$ cat src/rtl/i2cw_pkg.sv
package i2cw_pkg;
  localparam int BYTE_W    = 8;
  localparam int ADDR_BITS = 7;
  localparam int CNT_W     = $clog2(BYTE_W + 2);

  typedef enum logic [1:0] {
    PH_IDLE,
    PH_ADDR,
    PH_RECV,
    PH_SEND
  } phase_t;

  // Address part of a received frame against the own address
  function automatic logic addr_hit(input logic [BYTE_W-1:0] frame,
                                    input logic [ADDR_BITS-1:0] own);
    return frame[BYTE_W-1 -: ADDR_BITS] == own;
  endfunction

  // All-ones write acts as a release in reception
  function automatic logic is_release_code(input logic [BYTE_W-1:0] d);
    return &d;
  endfunction
endpackage

$ cat src/rtl/i2cw_sync.sv
module i2cw_sync #(
  parameter int STAGES = 2,
  parameter int LINES  = 2
) (
  input  logic             clk,
  input  logic             rst_n,
  input  logic [LINES-1:0] raw,
  output logic [LINES-1:0] synced
);
  for (genvar g = 0; g < LINES; g++) begin : g_line
    logic [STAGES-1:0] chain;
    always_ff @(posedge clk or negedge rst_n) begin
      if (!rst_n) chain <= '1;
      else        chain <= {chain[STAGES-2:0], raw[g]};
    end
    assign synced[g] = chain[STAGES-1];
  end
endmodule

$ cat src/rtl/i2cw_cond.sv
module i2cw_cond (
  input  logic clk,
  input  logic rst_n,
  input  logic scl_s,
  input  logic sda_s,
  output logic scl_rise,
  output logic scl_fall,
  output logic start_evt,
  output logic stop_evt
);
  logic scl_p, sda_p;

  always_ff @(posedge clk or negedge rst_n) begin
    if (!rst_n) begin
      scl_p <= 1'b1;
      sda_p <= 1'b1;
    end else begin
      scl_p <= scl_s;
      sda_p <= sda_s;
    end
  end

  assign scl_rise  =  scl_s & ~scl_p;
  assign scl_fall  = ~scl_s &  scl_p;
  assign start_evt =  scl_s &  scl_p &  sda_p & ~sda_s;
  assign stop_evt  =  scl_s &  scl_p & ~sda_p &  sda_s;
endmodule

$ cat src/rtl/i2cw_core.sv
module i2cw_core
  import i2cw_pkg::*;
(
  input  logic                 clk,
  input  logic                 rst_n,
  input  logic                 scl_rise,
  input  logic                 scl_fall,
  input  logic                 start_evt,
  input  logic                 stop_evt,
  input  logic                 sda_s,
  input  logic [ADDR_BITS-1:0] own_addr,
  input  logic                 wait_on_ninth,
  input  logic                 ack_enable,
  input  logic                 data_wr,
  input  logic [BYTE_W-1:0]    data_wdata,
  input  logic                 wait_release,
  output logic [BYTE_W-1:0]    data_rdata,
  output logic                 scl_pull_low,
  output logic                 sda_pull_low,
  output logic                 start_flag,
  output logic                 stop_flag,
  output logic                 tx_mode,
  output logic                 holding,
  output logic                 irq,
  output logic                 active
);
  localparam logic [CNT_W-1:0] LAST_BIT = CNT_W'(BYTE_W);
  localparam logic [CNT_W-1:0] ACK_BIT  = CNT_W'(BYTE_W + 1);

  phase_t             phase;
  logic [CNT_W-1:0]   cnt;
  logic [BYTE_W-1:0]  shreg, rx_q;
  logic               sda_low_q, hold_q, irq_q, trc_q, nack_q, start_q, stop_q;

  always_ff @(posedge clk or negedge rst_n) begin
    if (!rst_n) begin
      phase     <= PH_IDLE;
      cnt       <= '0;
      shreg     <= '0;
      rx_q      <= '0;
      sda_low_q <= 1'b0;
      hold_q    <= 1'b0;
      irq_q     <= 1'b0;
      trc_q     <= 1'b0;
      nack_q    <= 1'b0;
      start_q   <= 1'b0;
      stop_q    <= 1'b0;
    end else begin
      irq_q <= 1'b0;
      if (start_evt) begin
        phase     <= PH_ADDR;
        cnt       <= '0;
        hold_q    <= 1'b0;
        sda_low_q <= 1'b0;
        start_q   <= 1'b1;
        stop_q    <= 1'b0;
      end else if (stop_evt) begin
        phase     <= PH_IDLE;
        cnt       <= '0;
        hold_q    <= 1'b0;
        sda_low_q <= 1'b0;
        stop_q    <= 1'b1;
        start_q   <= 1'b0;
      end else if (hold_q) begin
        if (phase == PH_SEND && data_wr) begin
          shreg     <= data_wdata;
          sda_low_q <= ~data_wdata[BYTE_W-1];
          hold_q    <= 1'b0;
        end else if (phase == PH_RECV &&
                     (wait_release || (data_wr && is_release_code(data_wdata)))) begin
          hold_q <= 1'b0;
        end
      end else if (phase != PH_IDLE) begin
        if (scl_rise) begin
          if (cnt < LAST_BIT) begin
            cnt <= cnt + 1'b1;
            if (phase != PH_SEND) shreg <= {shreg[BYTE_W-2:0], sda_s};
            if (phase == PH_RECV && cnt == LAST_BIT - 1'b1)
              rx_q <= {shreg[BYTE_W-2:0], sda_s};
          end else if (cnt == LAST_BIT) begin
            cnt    <= ACK_BIT;
            nack_q <= sda_s;
          end
        end else if (scl_fall) begin
          if (cnt == LAST_BIT) begin
            unique case (phase)
              PH_ADDR: begin
                if (addr_hit(shreg, own_addr)) begin
                  sda_low_q <= 1'b1;
                  trc_q     <= shreg[0];
                end else begin
                  phase     <= PH_IDLE;
                  sda_low_q <= 1'b0;
                end
              end
              PH_RECV: begin
                sda_low_q <= ack_enable;
                if (!wait_on_ninth) begin
                  hold_q <= 1'b1;
                  irq_q  <= 1'b1;
                end
              end
              default: sda_low_q <= 1'b0;
            endcase
          end else if (cnt == ACK_BIT) begin
            cnt       <= '0;
            sda_low_q <= 1'b0;
            unique case (phase)
              PH_ADDR: begin
                phase  <= trc_q ? PH_SEND : PH_RECV;
                hold_q <= 1'b1;
                irq_q  <= 1'b1;
              end
              PH_RECV: begin
                if (wait_on_ninth) begin
                  hold_q <= 1'b1;
                  irq_q  <= 1'b1;
                end
              end
              default: begin
                if (nack_q) phase <= PH_IDLE;
                else begin
                  hold_q <= 1'b1;
                  irq_q  <= 1'b1;
                end
              end
            endcase
          end else if (phase == PH_SEND && cnt != '0) begin
            shreg     <= {shreg[BYTE_W-2:0], 1'b0};
            sda_low_q <= ~shreg[BYTE_W-2];
          end
        end
      end
    end
  end

  assign data_rdata   = rx_q;
  assign scl_pull_low = hold_q;
  assign sda_pull_low = sda_low_q;
  assign start_flag   = start_q;
  assign stop_flag    = stop_q;
  assign tx_mode      = trc_q;
  assign holding      = hold_q;
  assign irq          = irq_q;
  assign active       = (phase != PH_IDLE);
endmodule

$ cat src/rtl/i2c_wait_slave.sv
module i2c_wait_slave
  import i2cw_pkg::*;
#(
  parameter int SYNC_STAGES = 2
) (
  input  logic                 clk,
  input  logic                 rst_n,
  input  logic                 scl_in,
  input  logic                 sda_in,
  output logic                 scl_pull_low,
  output logic                 sda_pull_low,
  input  logic [ADDR_BITS-1:0] own_addr,
  input  logic                 wait_on_ninth,
  input  logic                 ack_enable,
  input  logic                 data_wr,
  input  logic [BYTE_W-1:0]    data_wdata,
  output logic [BYTE_W-1:0]    data_rdata,
  input  logic                 wait_release,
  output logic                 start_flag,
  output logic                 stop_flag,
  output logic                 tx_mode,
  output logic                 holding,
  output logic                 irq
);
  logic [1:0] lines_s;
  logic       scl_s, sda_s;
  logic       scl_rise, scl_fall, start_evt, stop_evt;
  logic       active;

  i2cw_sync #(.STAGES(SYNC_STAGES), .LINES(2)) u_sync (
    .clk    (clk),
    .rst_n  (rst_n),
    .raw    ({scl_in, sda_in}),
    .synced (lines_s)
  );
  assign scl_s = lines_s[1];
  assign sda_s = lines_s[0];

  i2cw_cond u_cond (
    .clk       (clk),
    .rst_n     (rst_n),
    .scl_s     (scl_s),
    .sda_s     (sda_s),
    .scl_rise  (scl_rise),
    .scl_fall  (scl_fall),
    .start_evt (start_evt),
    .stop_evt  (stop_evt)
  );

  i2cw_core u_core (
    .clk           (clk),
    .rst_n         (rst_n),
    .scl_rise      (scl_rise),
    .scl_fall      (scl_fall),
    .start_evt     (start_evt),
    .stop_evt      (stop_evt),
    .sda_s         (sda_s),
    .own_addr      (own_addr),
    .wait_on_ninth (wait_on_ninth),
    .ack_enable    (ack_enable),
    .data_wr       (data_wr),
    .data_wdata    (data_wdata),
    .wait_release  (wait_release),
    .data_rdata    (data_rdata),
    .scl_pull_low  (scl_pull_low),
    .sda_pull_low  (sda_pull_low),
    .start_flag    (start_flag),
    .stop_flag     (stop_flag),
    .tx_mode       (tx_mode),
    .holding       (holding),
    .irq           (irq),
    .active        (active)
  );
endmodule

$ cat config.mk
export PLATFORM = sky130hd
export DESIGN_NAME = i2c_wait_slave
export DESIGN_NICKNAME = d
export VERILOG_FILES = /design/src/rtl/i2cw_pkg.sv /design/src/rtl/i2cw_sync.sv /design/src/rtl/i2cw_cond.sv /design/src/rtl/i2cw_core.sv /design/src/rtl/i2c_wait_slave.sv
export SDC_FILE = /design/constraint.sdc
export NUM_CORES = 1
export LEC_CHECK = 0
export CELL_PAD_IN_SITES_DETAIL_PLACEMENT = 2
export CELL_PAD_IN_SITES_GLOBAL_PLACEMENT = 2
export CORE_UTILIZATION = 33
export CTS_CLUSTER_DIAMETER = 30
export CTS_CLUSTER_SIZE = 28
export DETAILED_ROUTE_END_ITERATION = 8
export GPL_TIMING_DRIVEN = 0
export PLACE_DENSITY = 0.75
export RECOVER_POWER = 25
export SYNTH_ARGS = -nofsm -noshare
export SYNTH_HDL_FRONTEND = slang
export SYNTH_SLANG_ARGS = --single-unit
$ cat constraint.sdc
create_clock -name clk -period 3.2 [get_ports clk]
set_input_delay 0.48 -clock clk [delete_from_list [all_inputs] [get_ports clk]]
set_output_delay 0.48 -clock clk [all_outputs]
set_load 0.01 [all_outputs]
==> results of run 1 <==
## per-layer routing
metal	track usage [%]	wire length (um)	vias up
met4	7.143	84	0
li1	-	-	779
met5	0	0	-
met1	24.33	2382	835
met2	31.36	2814	43
met3	4.607	280	9
## power by group through the flow
stage,logic (mW),clock network [mW],registers (mW)
floorplan,0.134,0,0.526
global placement,0.203,0,0.540
detailed placement,0.209,0,0.541
CTS,0.210,0.338,0.533
global route,0.227,0.354,0.538
finish,0.205,0.324,0.531
## registers in the layout (all words and copies together) (netlist names), 2 cells and up
name                 flops
u_core.cnt               4
u_core.data_rdata        8
u_core.phase             2
u_core.shreg             8
u_sync.g_line.chain      4
## layout by cell type, fill, tap and decap left out, types with 4 or more instances in the layout
| cell type | count |
|---|---|
| nand4_1 | 6 |
| clkbuf_1 | 5 |
| xor2_1 | 4 |
| inv_1 | 10 |
| a21oi_1 | 11 |
| buf_2 | 5 |
| nor2_1 | 11 |
| xnor2_1 | 4 |
| clkbuf_8 | 5 |
| nand2_1 | 15 |
| dfstp_2 | 4 |
| dfrtp_1 | 29 |
| o21ai_0 | 5 |
| nand3_1 | 6 |
| clkdlybuf4s50_1 | 34 |
| nor3_1 | 5 |
| ha_1 | 11 |
| mux2_2 | 25 |
## cell families after synthesis
family                     after synthesis  synth area share, %
DFF                                     35                43.18
muxes                                   27                14.74
and+or+nand+nor                         60                16.64
buffers and inverters                   20                4.526
xor gates and xnor gates                 8                3.425
adders and majority gates               11                6.728
AOI/OAI and AO/OA                       33                10.76
## per-stage QoR
stage          setup WS [ps]  area (sq um)  utilization, %  instances  hold WS (ps)
5_1_grt                545.9          2589           43.47        314         370.4
4_1_cts                696.0          2590           43.49        314         309.9
3_3_place_gp           686.4          2510           42.14        306         347.1
2_1_floorplan          948.9          2046               -        194         184.4
6_report               722.9          2589           43.47        314         365.1
3_5_place_dp           612.9          2505           42.06        306         350.9
## layout make-up
cell class,instances,area (sq um)
Buffer,10,55.05
Clock buffer,6,72.57
Clock inverter,2,12.51
Fill cell,653,3367
Inverter,10,37.54
Multi-Input combinational cell,139,1070
Sequential cell,35,883.3
Tap cell,75,93.84
Timing Repair Buffer,37,364.1
## worst max-delay path by stage
| stage | startpoint | to | depth (start not counted) |
|---|---|---|---|
| after floorplan | u_cond.scl_p | u_core.phase[0] | 8 |
| after global placement | own_addr[1] | u_core.tx_mode | 6 |
| after detailed placement | own_addr[0] | u_core.tx_mode | 6 |
| after CTS | u_cond.scl_p | u_core.phase[0] | 8 |
| after global routing | u_cond.scl_p | u_core.phase[0] | 8 |
| final | u_cond.scl_p | u_core.phase[0] | 8 |
## worst max-delay path: stages (launching register included)
cell and delay, ps:
dfstp_2 550, inv_1 40, ha_1 180, buf_2 180, or4b_4 560, nor4_4 380, nand3_1 120, o21ai_1 190
mux2i_1 210
==> results.json, run 1 <==
{
  "final-max-slew-violation-count": 36,
  "ys_ff_latch": 35,
  "die_area_sq_um": 6518,
  "synth-warning-count": 0,
  "r2r_start": "u_cond.scl_p",
  "p_leak_nw": 1.114,
  "crit_required_ps": 3420,
  "antenna_found_initial": 0,
  "gp_congestion": 0.7659,
  "fin_setup_tns_ps": 0,
  "internal_power_mw": 0.7504,
  "tightest_slew_ps": 2005,
  "syn_avg_cell_area_sq_um": 10.54,
  "ys_seq_area_share_pct": 43.18,
  "grt_max_degree": 36,
  "syn_area_sq_um": 2046,
  "initial_core_util_pct": 34.35,
  "critical_path_class": "register to register",
  "grt_pass1_vias": 1810,
  "switchingPower_mw": 0.3100,
  "rows": 28,
  "hold_end": "u_sync.g_line[1].chain[1]",
  "io_buffers": 37,
  "first_pass_iters": 4,
  "cts_resized": 0,
  "cts-htree-levels": 2,
  "violations": "capacitance limit, slew limit",
  "grt.overflow.total": 0,
  "fin_worst_skew_ps": 13.64,
  "drt-total-wl_mm": 5.560,
  "boundaryPins": 38,
  "area.growth.synth_to_final_pct": 26.54,
  "power.density_nw_per_um2": 409.6,
  "fp.dieH_um": 80.74,
  "cts_buffer_depth": 2,
  "die_x_um": 80.74,
  "worstPathMaxFanout": 9,
  "min_delay_path_depth": 0,
  "yosysMostFrequentCell": "dfrtp_1",
  "ys_types": 46,
  "slew-limit-headroom_pct": -33.68,
  "antenna_cells": 0,
  "finalHoldViolations": 0,
  "route.detailed.wl_per_inst_um": 17.71,
  "synth-edff-count": 0,
  "hold_class": "register to register",
  "switching_share_pct": 29.24,
  "synth_top_area_cell": "dfrtp_1",
  "finalCritPeriodShare_pct": 77.41,
  "yosysTopAreaCellShare_pct": 35.47,
  "clock_tree.root_cell": "clkbuf_8",
  "drv_cap": 1,
  "cts.sinks": 35,
  "ff2ff_path_depth": 8,
  "clk_pin_slew_worst_paths_ps": 80,
  "core_area_sq_um": 5956,
  "clock_latency_ps": 290,
  "start_kind": "register",
  "dr_total_vias": 1666,
  "drt-initial-drc-count": 82,
  "cts_tree": "done",
  "ys_top_cells_by_count": "dfrtp_1, mux2_2, nand2_1",
  "grt_pass1_wl_mm": 9.170,
  "finalPower_mw": 1.060,
  "hp-start": "u_sync.g_line[1].chain[0]",
  "rsz0062_at_grt": "no",
  "synth.area.top_cells": "dfrtp_1, mux2_2, dfstp_2",
  "max_freq_mhz": 403.7,
  "critPathArrivalTime_ps": 2690,
  "pwr-share-comb_pct": 19.3,
  "hold_buffers": 0,
  "pwr-share-clk_pct": 30.6,
  "post-cts-setup-buffers": 0,
  "outcome": "finished with violations",
  "drive_gt1_share_pct": 20.08,
  "syn_nets": 228,
  "fin_crit_ps": 2477,
  "antenna_left": 0,
  "cts_buffers": 5,
  "end_kind": "register",
  "via_per_inst": 5.306,
  "setup_violations": 0,
  "hpwl_mm": 4.204,
  "p_seq_share_pct": 50.1,
  "syn_inst": 194,
  "finish.net_count": 272,
  "synth_ff_type": "dfrtp_1",
  "ys_async_sr_fraction_pct": 100.0,
  "grt_usage_pct": 19.10,
  "max-vdd-ir-drop_uv": 195.1,
  "reg2reg_slack_ps": 720,
  "drc_errors": 0,
  "r2r-end": "u_core.phase[0]"
}
(Power assumes the default switching activity.)
==> run 2, diff against run 1 <==
--- a/config.mk
+++ b/config.mk
@@ -7,12 +7,12 @@
 export LEC_CHECK = 0
 export CELL_PAD_IN_SITES_DETAIL_PLACEMENT = 2
 export CELL_PAD_IN_SITES_GLOBAL_PLACEMENT = 2
-export CORE_UTILIZATION = 33
+export CORE_UTILIZATION = 30
 export CTS_CLUSTER_DIAMETER = 30
 export CTS_CLUSTER_SIZE = 28
 export DETAILED_ROUTE_END_ITERATION = 8
 export GPL_TIMING_DRIVEN = 0
-export PLACE_DENSITY = 0.75
+export PLACE_DENSITY = 0.72
 export RECOVER_POWER = 25
 export SYNTH_ARGS = -nofsm -noshare
 export SYNTH_HDL_FRONTEND = slang
==> constraint.sdc (replaced) <==
create_clock -name clk -period 2.2 [get_ports clk]
set_input_delay 0.33 -clock clk [delete_from_list [all_inputs] [get_ports clk]]
set_output_delay 0.33 -clock clk [all_outputs]
set_load 0.01 [all_outputs]
==> run 2 against run 1 <==
  * The run now ends clean
  * Global-route usage decreased by 0.90 points
  * Clock skew decreased by 6.1 ps
  * Non-clock buffer count increased by 7
  * Critical endpoint is now u_core.shreg[6]
  * Combinational power is 62% higher
  * Setup slack got worse by 650 ps
  * Highest routed layer unchanged
  * Critical path type unchanged
  * Clock-buffer cell count did not move
==> results.json, run 2 (synthesis results as in run 1) <==
{
  "cts_buffers": 5,
  "clock_tree.root_cell": "clkbuf_8",
  "finalPower_mw": 1.583,
  "via_per_inst": 5.266,
  "boundaryPins": 38,
  "hpwl_mm": 4.371,
  "grt_pass1_wl_mm": 10.04,
  "outcome": "completed",
  "first_pass_iters": 6,
  "crit_required_ps": 2370,
  "cts-htree-levels": 2,
  "final_util_pct": 42.41,
  "initial_core_util_pct": 31.67,
  "drt-initial-drc-count": 82,
  "max-vdd-ir-drop_uv": 308.9,
  "dr_total_vias": 1701,
  "dpl_worst_slack_ps": -245.8,
  "die_x_um": 84.58,
  "clock_latency_ps": 290,
  "finalHoldViolations": 0,
  "finish.net_count": 279,
  "r2r_start": "u_cond.scl_p",
  "cts_tree": "done",
  "antenna_found_initial": 0,
  "fin_worst_skew_ps": 7.563,
  "grt_max_degree": 36,
  "start_kind": "register",
  "rows": 29,
  "tightest_slew_ps": 820.0,
  "hold_class": "primary input to async pin",
  "rsz0062_at_grt": "yes",
  "cts_buffer_depth": 2,
  "grt_usage_pct": 18.21,
  "worstPathMaxFanout": 8,
  "fin_setup_tns_ps": 0,
  "p_leak_nw": 1.153,
  "core_area_sq_um": 6459,
  "power.density_nw_per_um2": 577.9,
  "cts.sinks": 35,
  "critPathArrivalTime_ps": 2300,
  "critical_path_class": "register to register",
  "slew-limit-headroom_pct": 45.33,
  "antenna_cells": 0,
  "fp.dieH_um": 84.58,
  "antenna_left": 0,
  "clk_pin_slew_worst_paths_ps": 80,
  "die_area_sq_um": 7153,
  "finalCritPeriodShare_pct": 96.76,
  "fin_crit_ps": 2129,
  "startpoint": "u_cond.scl_p",
  "mostFrequentLayoutCell": "clkdlybuf4s50_1",
  "holdWs_ps": 130.1,
  "drc_errors": 0,
  "fin_ws_ps": 71.25,
  "drive_gt1_share_pct": 28.05,
  "fillers": 704,
  "drv_cap": 0,
  "max_freq_mhz": 469.8,
  "end_kind": "register",
  "final-max-slew-violation-count": 0,
  "grt.overflow.total": 0,
  "io_buffers": 37,
  "drt-total-wl_mm": 5.913,
  "setup_violations": 0,
  "grt_pass1_vias": 1975,
  "gp_congestion": 0.7410,
  "route.detailed.wl_per_inst_um": 18.31,
  "layout_common_cells": "clkdlybuf4s50_1, dfrtp_1, mux2_2, nand2_1",
  "area.growth.synth_to_final_pct": 33.88
}
## run 2: changes by cell type in the layout (fill, tap and decap cells not counted), sizes merged
cell | previous run | this run
clkbuf | 10 | 9
buf | 7 | 15
## run 2: layout make-up
type | instances | area [sq um] | share of cell area [%]
Clock buffer | 6 | 72.57 | 2.650
Inverter | 10 | 37.54 | 1.370
Buffer | 9 | 52.55 | 1.919
Tap cell | 77 | 96.34 | 3.518
Sequential cell | 35 | 884.6 | 32.30
Clock inverter | 2 | 12.51 | 0.4568
Timing Repair Buffer | 45 | 425.4 | 15.53
Multi-Input combinational cell | 139 | 1157 | 42.26
## run 2: worst paths after layout
kind,slack (ps),cells after the start,to
max,70,9,u_core.shreg[6]
min,130,1,u_core.data_rdata[3]
max reg2reg,70,9,u_core.shreg[6]
min reg2reg,360,0,u_sync.g_line[1].chain[1]
max in group asynchronous,1500,1,u_core.cnt[0]
min in group clk,360,0,u_sync.g_line[1].chain[1]
## run 2: timing repair
item                                    4_1_cts  5_1_grt
gates cloned                                  0        0
endpoints found under the setup margin       19       19
gates resized for setup                      11        7
pin swaps                                     3        2
hold buffers                                  0        0
buffers inserted                              5        3
## run 2: per-stage QoR
stage | area [sq um] | instances
after floorplan | 2046 | 194
after global routing | 2739 | 323
after CTS | 2674 | 320
final | 2739 | 323
after detailed placement | 2507 | 308
after global placement | 2512 | 308
## run 2: per-layer routing
| metal | global-route usage, % | up-vias | share of wire (%) |
|---|---|---|---|
| met5 | 0 | - | 0 |
| met4 | 6.163 | 0 | 1.5 |
| met3 | 3.933 | 7 | 3.5 |
| met2 | 31.49 | 35 | 49 |
| met1 | 22.47 | 862 | 46 |
| li1 | - | 797 | - |
## run 2: worst max-delay path, stage by stage, from the launching register on
cell     delay, ps
dfstp_2        540
inv_2           40
ha_4           150
buf_4          140
inv_1          170
nor3_1         110
o31ai_2        190
a21o_1         150
buf_4          170
mux2_2         350
## run 2: report_power, final
part / total [mW] / internal, mW / switching [mW]
Sequential: 0.775 / 0.708 / 0.0666
Combinational: 0.332 / 0.180 / 0.152
Clock: 0.476 / 0.222 / 0.254
Total: 1.58 / 1.11 / 0.472
==> run 3, diff against run 2 <==
--- a/config.mk
+++ b/config.mk
@@ -7,6 +7,7 @@
 export LEC_CHECK = 0
 export CELL_PAD_IN_SITES_DETAIL_PLACEMENT = 2
 export CELL_PAD_IN_SITES_GLOBAL_PLACEMENT = 2
+export CORE_MARGIN = 5
 export CORE_UTILIZATION = 30
 export CTS_CLUSTER_DIAMETER = 30
 export CTS_CLUSTER_SIZE = 28
==> run 3 against run 2 <==
  * Global-route usage decreased by 3.3 points
  * Clock-buffer cell count decreased by 1
  * Sequential cell count unchanged
  * Sequential power about the same
  * Non-clock buffer count increased by 3
  * Fmax increased by 1.7%
  * Final cell count increased by 1.9%
  * First-iteration DRC count decreased by 15%
  * Die area increased by 20%
  * Clock skew increased by 4.4 ps
  * Critical path type unchanged
==> results.json, run 3 (synthesis results as in run 1) <==
{
  "antenna_left": 0,
  "max-vdd-ir-drop_uv": 282.5,
  "core_area_sq_um": 6719,
  "grt.overflow.total": 0,
  "setup_violations": 0,
  "boundaryPins": 38,
  "rows": 30,
  "cts_tree": "done",
  "crit_path_top_delay_cell": "dfstp_2",
  "grt_pass1_vias": 1790,
  "via_per_inst": 5.207,
  "tightest_slew_ps": 800.3,
  "path_cells": "inv_2 -> ha_4 -> buf_4 -> nor4b_1 -> o31ai_2 -> a21o_1 -> buf_6 -> mux2_2",
  "drt-initial-drc-count": 70,
  "start_kind": "register",
  "final-max-slew-violation-count": 0,
  "layout_common_cells": "clkdlybuf4s50_1, dfrtp_1, mux2_2, nand2_1, buf_4",
  "gp_congestion": 0.7863,
  "cts-htree-levels": 2,
  "final_cell_area_sq_um": 2789,
  "fp.dieH_um": 92.58,
  "finish.net_count": 282,
  "p_leak_nw": 1.186,
  "io_buffers": 37,
  "clk_pin_slew_worst_paths_ps": 90,
  "mostFrequentLayoutCell": "clkdlybuf4s50_1",
  "worstPathMaxFanout": 8,
  "antenna_cells": 0,
  "fin_worst_skew_ps": 11.92,
  "finalCritPeriodShare_pct": 95.16,
  "drv_cap": 0,
  "drive_gt1_share_pct": 29.72,
  "route.detailed.wl_per_inst_um": 18.91,
  "cts.sinks": 35,
  "grt_usage_pct": 14.93,
  "dpl.cell_count": 311,
  "clock_latency_ps": 300,
  "area.growth.synth_to_final_pct": 36.33,
  "max_stage_delay_ps": 540,
  "power.density_nw_per_um2": 617.7,
  "stdcell_count": 329,
  "critical_path_class": "register to register",
  "outcome": "completed",
  "r2r_start": "u_cond.scl_p",
  "die_x_um": 92.58,
  "r2r-end": "u_core.shreg[6]",
  "ff2ff_path_depth": 8,
  "max_freq_mhz": 477.7,
  "startpoint": "u_cond.scl_p",
  "reg2reg_slack_ps": 110,
  "placed_area_sq_um": 2511,
  "cts_buffers": 5,
  "die_area_sq_um": 8570,
  "cts_buffer_depth": 2,
  "antenna_found_initial": 0,
  "drc_errors": 0,
  "crit_required_ps": 2380,
  "drt-total-wl_mm": 6.223,
  "hold_class": "primary input to async pin",
  "end_kind": "register",
  "slew-limit-headroom_pct": 46.15,
  "rsz0062_at_grt": "yes",
  "finalHoldViolations": 0,
  "initial_core_util_pct": 30.45,
  "fin_crit_ps": 2093,
  "dr_total_vias": 1713,
  "grt_max_degree": 36,
  "finalPower_mw": 1.723,
  "endpoint": "u_core.shreg[6]",
  "hpwl_mm": 4.425,
  "first_pass_iters": 4,
  "clock_tree.root_cell": "clkbuf_8",
  "critPathArrivalTime_ps": 2280,
  "grt_pass1_wl_mm": 9.742
}
## run 3: cell type report
cell class | instances | area [sq um]
fillers | 727 | 3930
repair buffers | 48 | 447.9
clock inverters | 3 | 47.55
flip-flops and latches | 35 | 885.9
well taps | 80 | 100.1
plain buffers | 9 | 56.30
inverters | 10 | 37.54
multi-input cells | 139 | 1145
clock buffers | 5 | 68.82
## run 3: worst min-delay path by stage
stage	end	depth (start not counted)	startpoint	slack (ps)
after floorplan	u_core.cnt[0]	0	rst_n	30
after global placement	u_sync.g_line[1].chain[1]	0	u_sync.g_line[1].chain[0]	350
after detailed placement	u_sync.g_line[1].chain[1]	0	u_sync.g_line[1].chain[0]	350
after CTS	u_core.cnt[1]	1	rst_n	150
after global routing	u_core.cnt[1]	1	rst_n	190
final	u_core.cnt[1]	1	rst_n	100
## run 3: what timing repair did
item / 4_1_cts / 5_1_grt
gates resized for setup: 12 / 8
buffers inserted: 7 / 4
endpoints found under the setup margin: 20 / 20
hold buffers: 0 / 0
pin swaps: 5 / 2
## run 3: worst max-delay path: cells and delay by family, from the launching register on
| family | cells | cell delay, ps |
|---|---|---|
| flops | 1 | 540 |
| simple gates | 1 | 370 |
| buf+inv | 3 | 330 |
| compound gates | 2 | 320 |
| mux | 1 | 270 |
| fa+ha+maj | 1 | 150 |
## run 3: routing by layer
layer,up-vias,part of all wire [%],GRT usage (%)
li1,803,-,-
met1,881,47,20.24
met2,21,49,23.50
met3,8,2.4,2.600
met4,0,1.6,5.941
met5,-,0,0
## run 3: stage by stage
| step | TNS, ps | setup slack, ps | util, % | hold WS, ps |
|---|---|---|---|---|
| 4_1_cts | -8.378 | -8.378 | 40.54 | 146.2 |
| 2_1_floorplan | 0 | 87.19 | - | 34.41 |
| 3_3_place_gp | -4155 | -142.7 | 37.45 | 346.6 |
| 5_1_grt | -107.1 | -103.3 | 41.51 | 187.1 |
| 6_report | 0 | 106.5 | 41.51 | 104.6 |
| 3_5_place_dp | -2443 | -194.2 | 37.37 | 347.2 |
## run 3: power by group
part | internal (mW) | leakage [nW] | switching [mW]
logic | 0.178 | 0.673 | 0.147
clock network | 0.344 | 0.0587 | 0.277
registers | 0.708 | 0.454 | 0.0684
total | 1.23 | 1.19 | 0.493
